## config.mk

```make
export PLATFORM = sky130hd
export DESIGN_NAME = tmr_pair
export DESIGN_NICKNAME = d
export VERILOG_FILES = /design/src/rtl/tmr_pkg.sv /design/src/rtl/tmr_fall_detect.sv /design/src/rtl/tmr_channel.sv /design/src/rtl/tmr_pair.sv
export SDC_FILE = /design/constraint.sdc
export NUM_CORES = 1
export LEC_CHECK = 0
export BUFFER_PORTS_ARGS = -buffer_cell sky130_fd_sc_hd__clkbuf_2
export CORE_ASPECT_RATIO = 1.5
export CORE_MARGIN = 5
export CORE_UTILIZATION = 40
export CTS_CLUSTER_DIAMETER = 50
export CTS_CLUSTER_SIZE = 10
export DETAILED_ROUTE_END_ITERATION = 10
export GPL_TIMING_DRIVEN = 0
export SYNTH_ARGS = -nofsm -noshare
export SYNTH_HDL_FRONTEND = slang
export SYNTH_HIERARCHICAL = 1
export SYNTH_SLANG_ARGS = --single-unit
```

## constraint.sdc

```tcl
create_clock -name clk -period 2.9 [get_ports clk]
set_input_delay 0.145 -clock clk [delete_from_list [all_inputs] [get_ports clk]]
set_output_delay 0.145 -clock clk [all_outputs]
set_load 0.01 [all_outputs]
```

## src/rtl/tmr_pkg.sv

```systemverilog
`timescale 1ns/1ps
// Shared types for the dual timer/counter.
// Assumes: mode codes are decoded by software, so their values are fixed.
package tmr_pkg;

    typedef enum logic [1:0] {
        MODE_PRESC  = 2'd0,   // 13-bit: 5-bit prescaler under 8-bit high byte
        MODE_WIDE   = 2'd1,   // full 16-bit
        MODE_RELOAD = 2'd2,   // 8-bit with reload from high byte
        MODE_SPLIT  = 2'd3    // channel 0: two 8-bit counts; channel 1: hold
    } tmr_mode_e;

    typedef struct packed {
        logic      run;
        logic      gate;
        logic      ext_sel;
        tmr_mode_e mode;
    } tmr_cfg_t;

    localparam int CFG_W   = 5;
    localparam int FLAG_BIT = 5;

endpackage

```

## src/rtl/tmr_fall_detect.sv

```systemverilog
`timescale 1ns/1ps
// Falling-edge detector for an external count pin sampled on machine cycles.
// Assumes: pin is already synchronous to clk. An event needs two consecutive
// mc_en samples, the first 1 and the second 0.
module tmr_fall_detect (
    input  logic clk,
    input  logic rst_n,
    input  logic smp_en,
    input  logic pin,
    output logic fall
);

    logic last_smp;

    // Keep the pin value seen at the previous machine-cycle sample.
    always_ff @(posedge clk) begin
        if (!rst_n)      last_smp <= 1'b0;
        else if (smp_en) last_smp <= pin;
    end

    // Event when the previous sample was high and this one is low.
    assign fall = smp_en & last_smp & ~pin;

endmodule

```

## src/rtl/tmr_channel.sv

```systemverilog
`timescale 1ns/1ps
// One timer/counter channel: low and high byte with the four count modes.
// Assumes: step/aux_step are already gated (run, gate, source) by the parent.
// HAS_SPLIT=1 makes mode 3 a pair of 8-bit counts; HAS_SPLIT=0 makes it hold.
// Requires PRESC_W < BYTE_W.
module tmr_channel
    import tmr_pkg::*;
#(
    parameter int BYTE_W    = 8,
    parameter int PRESC_W   = 5,
    parameter bit HAS_SPLIT = 1'b0
) (
    input  logic              clk,
    input  logic              rst_n,
    input  tmr_mode_e         mode,
    input  logic              step,
    input  logic              aux_step,
    input  logic              wr_lo,
    input  logic              wr_hi,
    input  logic [BYTE_W-1:0] wr_data,
    output logic [BYTE_W-1:0] lo_q,
    output logic [BYTE_W-1:0] hi_q,
    output logic              wrap,
    output logic              aux_wrap
);

    localparam int                 WIDE_W = 2 * BYTE_W;
    localparam logic [WIDE_W-1:0]  W_ONE  = WIDE_W'(1);
    localparam logic [BYTE_W-1:0]  B_ONE  = BYTE_W'(1);
    localparam logic [PRESC_W:0]   P_ONE  = (PRESC_W+1)'(1);

    logic [BYTE_W-1:0]  lo_n, hi_n;
    logic [PRESC_W:0]   psum;
    logic [WIDE_W-1:0]  wsum;

    assign psum = {1'b0, lo_q[PRESC_W-1:0]} + P_ONE;
    assign wsum = {hi_q, lo_q} + W_ONE;

    // Next-state of both bytes for the selected mode; writes take priority.
    always_comb begin
        lo_n     = lo_q;
        hi_n     = hi_q;
        wrap     = 1'b0;
        aux_wrap = 1'b0;
        unique case (mode)
            MODE_PRESC: if (step) begin
                lo_n = {lo_q[BYTE_W-1:PRESC_W], psum[PRESC_W-1:0]};
                if (psum[PRESC_W]) begin
                    hi_n = hi_q + B_ONE;
                    wrap = &hi_q;
                end
            end
            MODE_WIDE: if (step) begin
                {hi_n, lo_n} = wsum;
                wrap = &{hi_q, lo_q};
            end
            MODE_RELOAD: if (step) begin
                if (&lo_q) begin
                    lo_n = hi_q;
                    wrap = 1'b1;
                end else begin
                    lo_n = lo_q + B_ONE;
                end
            end
            MODE_SPLIT: if (HAS_SPLIT) begin
                if (step) begin
                    lo_n = lo_q + B_ONE;
                    wrap = &lo_q;
                end
                if (aux_step) begin
                    hi_n     = hi_q + B_ONE;
                    aux_wrap = &hi_q;
                end
            end
            default: ;
        endcase
        if (wr_lo) lo_n = wr_data;
        if (wr_hi) hi_n = wr_data;
    end

    // Count byte registers.
    always_ff @(posedge clk) begin
        if (!rst_n) begin
            lo_q <= '0;
            hi_q <= '0;
        end else begin
            lo_q <= lo_n;
            hi_q <= hi_n;
        end
    end

    // A written byte holds the written value, not value plus one.
    assert_write_wins_R11: assert property (@(posedge clk) disable iff (!rst_n)
        wr_lo |=> lo_q == $past(wr_data));

    // Reload mode: a full low byte takes the high byte on the next step.
    assert_reload_R4: assert property (@(posedge clk) disable iff (!rst_n)
        (mode == MODE_RELOAD && step && (&lo_q) && !wr_lo && !wr_hi)
        |=> lo_q == $past(hi_q));

    // No enabled step and no write leaves both bytes unchanged.
    assert_idle_hold_R7: assert property (@(posedge clk) disable iff (!rst_n)
        (!step && !aux_step && !wr_lo && !wr_hi)
        |=> ($stable(lo_q) && $stable(hi_q)));

    generate
        if (!HAS_SPLIT) begin : g_hold_chk
            // Mode 3 on a channel without split freezes its count.
            assert_split_hold_R12: assert property (@(posedge clk) disable iff (!rst_n)
                (mode == MODE_SPLIT && !wr_lo && !wr_hi)
                |=> ($stable(lo_q) && $stable(hi_q)));
        end
    endgenerate

endmodule

```

## src/rtl/tmr_pair.sv

```systemverilog
`timescale 1ns/1ps
// Two timer/counter channels with configuration, sticky flags and a register
// port. Channel 0 may split into two 8-bit counts, borrowing channel 1's run
// bit and flag. Assumes ext_cnt, ext_gate and int_ack are synchronous to clk.
module tmr_pair
    import tmr_pkg::*;
#(
    parameter int BYTE_W  = 8,
    parameter int PRESC_W = 5,
    parameter int ADDR_W  = 3
) (
    input  logic              clk,
    input  logic              rst_n,
    input  logic              mc_en,
    input  logic [1:0]        ext_cnt,
    input  logic [1:0]        ext_gate,
    input  logic              wr_en,
    input  logic [ADDR_W-1:0] wr_addr,
    input  logic [BYTE_W-1:0] wr_data,
    input  logic [ADDR_W-1:0] rd_addr,
    output logic [BYTE_W-1:0] rd_data,
    input  logic [1:0]        int_ack,
    output logic [1:0]        ovf_flag,
    output logic              ch1_tick
);

    localparam int NCH = 2;

    tmr_cfg_t          cfg_q   [NCH];
    logic [BYTE_W-1:0] lo_q    [NCH];
    logic [BYTE_W-1:0] hi_q    [NCH];
    logic [NCH-1:0]    fall, step, aux_step, wrap, aux_wrap;
    logic [NCH-1:0]    wr_lo, wr_hi, wr_cfg, flag_set, flag_clr;
    logic [NCH-1:0]    flag_q;
    logic              tick_q;
    logic              split0;
    logic              unused_bits;

    assign unused_bits = ^wr_data[BYTE_W-1:FLAG_BIT+1];
    assign split0      = (cfg_q[0].mode == MODE_SPLIT);

    generate
        for (genvar i = 0; i < NCH; i++) begin : g_ch
            // Address decode for this channel's bytes and configuration.
            assign wr_lo[i]  = wr_en && (wr_addr == ADDR_W'(2*i));
            assign wr_hi[i]  = wr_en && (wr_addr == ADDR_W'(2*i+1));
            assign wr_cfg[i] = wr_en && (wr_addr == ADDR_W'(2*NCH+i));

            tmr_fall_detect u_edge (
                .clk    (clk),
                .rst_n  (rst_n),
                .smp_en (mc_en),
                .pin    (ext_cnt[i]),
                .fall   (fall[i])
            );

            // Count enable: run, gate qualification, then source select.
            assign step[i] = cfg_q[i].run
                           && (!cfg_q[i].gate || ext_gate[i])
                           && (cfg_q[i].ext_sel ? fall[i] : mc_en);

            tmr_channel #(
                .BYTE_W    (BYTE_W),
                .PRESC_W   (PRESC_W),
                .HAS_SPLIT (i == 0)
            ) u_chan (
                .clk      (clk),
                .rst_n    (rst_n),
                .mode     (cfg_q[i].mode),
                .step     (step[i]),
                .aux_step (aux_step[i]),
                .wr_lo    (wr_lo[i]),
                .wr_hi    (wr_hi[i]),
                .wr_data  (wr_data),
                .lo_q     (lo_q[i]),
                .hi_q     (hi_q[i]),
                .wrap     (wrap[i]),
                .aux_wrap (aux_wrap[i])
            );

            // Configuration register.
            always_ff @(posedge clk) begin
                if (!rst_n)         cfg_q[i] <= '0;
                else if (wr_cfg[i]) cfg_q[i] <= tmr_cfg_t'(wr_data[CFG_W-1:0]);
            end

            assign flag_clr[i] = int_ack[i] || (wr_cfg[i] && !wr_data[FLAG_BIT]);

            // Sticky overflow flag; a set in the same cycle beats a clear.
            always_ff @(posedge clk) begin
                if (!rst_n)           flag_q[i] <= 1'b0;
                else if (flag_set[i]) flag_q[i] <= 1'b1;
                else if (flag_clr[i]) flag_q[i] <= 1'b0;
            end
        end
    endgenerate

    // Split high byte is a pure machine-cycle timer run by channel 1's run bit.
    assign aux_step[0] = split0 && cfg_q[1].run && mc_en;
    assign aux_step[1] = 1'b0;

    // Flag sources: in split mode channel 1's flag follows channel 0's high byte.
    assign flag_set[0] = wrap[0];
    assign flag_set[1] = split0 ? aux_wrap[0] : wrap[1];

    // Tick register: channel 1's own wrap, independent of who owns its flag.
    always_ff @(posedge clk) begin
        if (!rst_n) tick_q <= 1'b0;
        else        tick_q <= wrap[1];
    end

    // Register read mux.
    always_comb begin
        rd_data = '0;
        case (rd_addr)
            ADDR_W'(0): rd_data = lo_q[0];
            ADDR_W'(1): rd_data = hi_q[0];
            ADDR_W'(2): rd_data = lo_q[1];
            ADDR_W'(3): rd_data = hi_q[1];
            ADDR_W'(4): begin
                rd_data[CFG_W-1:0] = cfg_q[0];
                rd_data[FLAG_BIT]  = flag_q[0];
            end
            ADDR_W'(5): begin
                rd_data[CFG_W-1:0] = cfg_q[1];
                rd_data[FLAG_BIT]  = flag_q[1];
            end
            default: rd_data = '0;
        endcase
    end

    assign ovf_flag = flag_q;
    assign ch1_tick = tick_q;

    // A set flag stays set while nothing clears it.
    assert_flag_sticky_R10: assert property (@(posedge clk) disable iff (!rst_n)
        (flag_q[0] && !int_ack[0] && !(wr_cfg[0] && !wr_data[FLAG_BIT]))
        |=> flag_q[0]);

    // A wrap during a clear still leaves the flag set.
    assert_set_beats_clear_R10: assert property (@(posedge clk) disable iff (!rst_n)
        (wrap[0] && int_ack[0]) |=> flag_q[0]);

    // In split mode channel 1's own wrap does not raise its flag.
    assert_split_no_own_flag_R9: assert property (@(posedge clk) disable iff (!rst_n)
        (split0 && wrap[1] && !aux_wrap[0] && !flag_q[1]) |=> !flag_q[1]);

    // The tick is a single-cycle pulse unless channel 1 wraps back to back.
    assert_tick_pulse_R9: assert property (@(posedge clk) disable iff (!rst_n)
        (tick_q && !wrap[1]) |=> !tick_q);

endmodule

```

# [Word level (Yosys, flattened, before mapping)]
# Memory sizes are Yosys's and may differ from the RTL's.
# Index checks and enable logic that the tools add are counted.
[classes] addsub=8 n_eq_ne=31 muxes=56 bitwise_logic=8 reduce_logical=43
[op_table] op="$mux 8" n=18
[op_table] op="$pmux 8 s3" n=2
[op_table] op="$ne 3x1->1 const B" n=14
[op_table] op="$pmux 6 s6" n=1
[op_table] op="$add 16x1->16 const B" n=2
[op_table] op="$add 8x1->8 const B" n=4
[op_table] op="$pmux 8 s4" n=1
[op_table] op="$reduce_and 16->1" n=2
[op_table] op="$reduce_and 8->1" n=4
[op_table] op="$mux 1" n=26
[op_table] op="$mux 5" n=4
[op_table] op="$reduce_and 4->1" n=5
[op_table] op="$pmux 8 s2" n=1
[op_table] op="$logic_and 1x1->1" n=14
[op_table] op="$add 5x1->6 const B" n=2
[op_table] op="$eq 3x2->1 const B" n=4
[op_table] op="$eq 3x3->1 const B" n=4
[op_table] op="$pmux 2 s4" n=1
[op_table] op="$reduce_bool 4->1" n=2
[op_table] op="$eq 2x2->1 const B" n=3
[op_table] op="$eq 3x1->1 const B" n=2
[op_table] op="$logic_not 3->1" n=2
[op_table] op="$reduce_bool 3->1" n=2
[op_table] op="$reduce_and 5->1" n=1
[op_table] op="11 further kinds" n=25
[word_totals] register_bits=37 ram_bits=10 output_inout_bits=11 wordCells=158 memories=1
[mem_list] name="cfg_q" depth=2 word_bits=5 read_ports=2 rd_clocked_by_memory_dff=0 write_ports=2 line="tmr_pair.sv:29" text="tmr_cfg_t cfg_q [NCH];"

# [Logic depth before layout (Yosys ltp)]
# An unclocked memory read counts as a cell.
[depth] depth_word=9 mapped_depth=10

# [Modules after synthesis]
# Netlist, hierarchy kept.
[modules_own_cells] mod="tmr_channel (g_ch[1].u_chan)" instances=1 cells_each=160 area_per_inst_um2=1311.3 seq_area_each_um2=320.3
[modules_own_cells] mod="tmr_channel (g_ch[0].u_chan)" instances=1 cells_each=154 area_per_inst_um2=1248.7 seq_area_each_um2=320.3
[modules_own_cells] mod="tmr_pair" instances=1 cells_each=102 area_per_inst_um2=1002.2 seq_area_each_um2=360.3
[modules_own_cells] mod="tmr_fall_detect" instances=2 cells_each=4 area_per_inst_um2=46.3 seq_area_each_um2=20.0

# [Least setup slack after synthesis]
# Ideal clock, no wire load.
[synth_timing] kind="flip-flop to flip-flop" from="reg g_ch[0].u_edge.last_smp" to="reg g_ch[0].u_chan.hi_q[6]" setup_time_ns=0.074 t_arrival_ns=1.812 path_slack_ns=1.014 stages_incl_launch_ff=9 synth_period_minus_slack_ns=1.886 path_cell_list="dfxtp_1 > and3b_2 > inv_1 > a221oi_1 > buf_2 > mux2_2 > a22oi_2 > or4_1 > a31oi_1"
[synth_between] elab_chain_len=6 word_cells_on_any_way=7
[synth_lines] item="from (decl)" line="tmr_fall_detect.sv:13" text="logic last_smp;"
[synth_lines] item="from (signal assigned)" line="tmr_fall_detect.sv:18" text="else if (smp_en) last_smp <= pin;"
[synth_lines] item="$and 1x1->1 (*) (2 in series)" line="tmr_fall_detect.sv:22" text="assign fall = smp_en & last_smp & ~pin;"
[synth_lines] item="named net fall[0]" line="tmr_pair.sv:32" text="logic [NCH-1:0] fall, step, aux_step, wrap, aux_wrap;"
[synth_lines] item="$mux 1 (*)" line="tmr_pair.sv:60" text="&& (cfg_q[i].ext_sel ? fall[i] : mc_en);"
[synth_lines] item="$logic_and 1x1->1 (*)" line="tmr_pair.sv:60"
[synth_lines] item="named net step[0]" line="tmr_pair.sv:32"
[synth_lines] item="$ne 3x1->1 (no line)"
[synth_lines] item="$reduce_and 5->1 (no line) (*)"
[synth_lines] item="to (signal assigned)" line="tmr_channel.sv:88" text="hi_q <= hi_n;"
[synth_lines] item="to (decl)" line="tmr_channel.sv:22" text="output logic [BYTE_W-1:0] hi_q,"
# The timed path passes the listed nets; every way through them passes the cells marked *.
# A chain may end at the register's enable or synchronous reset.

# [Worst setup path in the final report]
# Same ends and word-level chain as after synthesis.

==> impl_metrics.ini <==
[floorplanning]
coreArea_um2 = 8880
die_x_um = 87.9
rows = 42
die_area_um2 = 11100
ioPinCount = 35
die_h_um = 127
start_util_pct = 41.0

[power]
switching_share_pct = 29.5
vdd_drop_max_v = 0.000268
p_leak_nw = 1.52
p_total_mw = 1.60
p_int_mw = 1.13
p_seq_share_pct = 47.2
comb_power_share_pct = 17.3
power_switching_mw = 0.472
powerDensity_nw_per_um2 = 392
clockPowerShare_pct = 35.5

[setup_path]
crit_buf_inv = 2
crit_chain = and3b_2, inv_1, a221oi_1, buf_2, mux2_2, a22oi_2, or4_1, a31oi_1
rr_startpoint = g_ch[0].u_edge/last_smp
ff2ff_setup_slack_ns = 0.76
cpPeakStageDelay_ns = 0.48
cp.arrival_ns = 2.36
crit_start = g_ch[0].u_edge/last_smp
ff2ff_path_depth = 8
reg2reg_to = g_ch[0].u_chan/hi_q[6]
crit_family = simple AND/OR/NAND/NOR gates
endpoint = g_ch[0].u_chan/hi_q[6]
crit_fanout = 10
crit_type = reg2reg
cp-end-kind = register
cp-start-kind = register
crit_slowest_cell = or4_1
required_ns = 3.12
crit_cells = 8

[clock_tree]
htree_num_levels = 2
post-cts-setup-buffer-count = 0
cts_resized = 0
hold_buffers = 0
cts_max_path_buffers = 2
cts_tree = yes
clkLatencyLatePin_ns = 0.30
path_clk_slew_ns = 0.06
clock-sinks = 47
numCtsBuffers = 5
cts_root_buffer = clkbuf_16

[finish]
drive_gt1_share_pct = 17.8
area_growth_pct = 11.9
fill_cells = 900
n_antenna_cell = 0
multi_input_area_um2 = 2380
ff_latch_area_um2 = 1040
fin_nets = 492

[timing]
hold_violations = 0
slew_headroom_pct = 27.2
skew_ns = 0.00720
clock.fmax_mhz = 467
rsz0062_at_grt = false
period_share_pct = 73.8
setup_tns_ns = 0
setup_ws_ns = 0.760
hold_ws_ns = 0.123
tightestPinTransition_ns = 1.08
slew_viol_final = 0
layout_min_cycle_time_ns = 2.14
setup_violations = 0

[placement]
placement.io_buffers = 32
place_ws_ns = 0.738
gp_congestion = 0.915
dp_hpwl_um = 8920

[detailed_routing]
routedWlPerCell_um = 20.6
vias = 3621
drt-pass1-iter-count = 5
ant_nets = 0
vias_per_cell = 6.34
drc = 0
drt_iter0_drc = 286
wirelength_um = 11800

[global_route]
grt_pass1_vias = 3412
grt_pass1_wl_um = 18400
grt_antenna_before_repair = 0
gr-total-overflow = 0
grt_use_total_pct = 21.7
grt_max_degree = 26

[yosys]
yosys_warnings = 6
syn_inst = 421
synthesis.nets = 453
netlist_area_um2 = 3640
syn_avg_cell_area_um2 = 8.65

[outcome]
status = complete, no violations

[hold_path]
hp-class = in2reg

[flow_run]
max-cap-violations = 0
final cells by class:
type	count	area share, %
multi-input cells	334	58.5
clock buffers	6	3.16
well taps	110	3.38
flip-flops and latches	47	25.6
inverters	17	1.57
plain buffers	23	3.75
clock inverters	2	0.184
repair buffers	32	3.93
per-stage QoR:
step,std cells,utilization [%],cell area [um2]
after global routing,571,45.9,4070
final,571,45.9,4070
after global placement,563,44.3,3940
after CTS,571,45.9,4070
after floorplan,421,-,3640
after detailed placement,563,44.3,3940
cells in the final DEF, fill, tap and decap left out, types with 4 or more instances in the layout:
cell and instances:
o221ai_1 10, or3_1 5, edfxtp_1 10, a31oi_1 11
xor2_1 5, a21oi_1 22, nand2_1 24, o21ai_0 28
nand3_1 26, nand4_1 6, inv_1 17, clkbuf_16 5
mux2i_1 20, clkbuf_2 34, and2_1 10, o31ai_1 5
ha_1 8, nor3b_1 5, nor2b_1 8, nor2_1 17
xnor2_1 6, a221oi_1 5, dfxtp_1 37, or4_1 5
clkbuf_1 7, and3_1 14, nor3_1 9, buf_6 4
nand2b_1 4, nor4_1 4, o22ai_1 8, buf_4 8
o21a_1 5
worst register-to-register path: cells and delay by family, from the launching register on:
family / cells / cell delay [ns]
and+or+nand+nor: 2 / 0.67
AOI/OAI and AO/OA: 3 / 0.56
DFF: 1 / 0.32
muxes: 1 / 0.21
buffers and inverters: 2 / 0.32
worst min-delay path by stage:
stage	start	endpoint	cells after the start	slack [ns]
floorplan	rst_n	ch1_tick	1	0.27
global placement	ext_cnt[0]	g_ch[0].u_edge/last_smp	3	0.42
detailed placement	ext_cnt[0]	g_ch[0].u_edge/last_smp	3	0.43
CTS	ext_cnt[0]	g_ch[0].u_edge/last_smp	3	0.12
global route	ext_cnt[0]	g_ch[0].u_edge/last_smp	3	0.15
finish	ext_cnt[0]	g_ch[0].u_edge/last_smp	3	0.12
flip-flops by register name, summed over array words and instances, names as in the netlist:
signal / count
ch1_tick: 1
g_ch.u_chan/hi_q: 16
g_ch.u_chan/lo_q: 16
cfg_q: 10
ovf_flag: 2
g_ch.u_edge/last_smp: 2
metal layers:
layer	up-vias	track usage, %	routed length (um)
met4	0	12.9	697
met3	38	3.37	741
met5	-	0	0
met1	1709	25.0	4470
li1	1707	-	-
met2	167	37.0	5870
power by group through the flow:
stage | clock [mW] | sequential (mW) | combinational [mW]
floorplan | 0 | 0.745 | 0.185
global placement | 0 | 0.766 | 0.271
detailed placement | 0 | 0.767 | 0.273
CTS | 0.585 | 0.752 | 0.275
global route | 0.602 | 0.757 | 0.303
finish | 0.568 | 0.754 | 0.277
(Power assumes the default switching activity.)
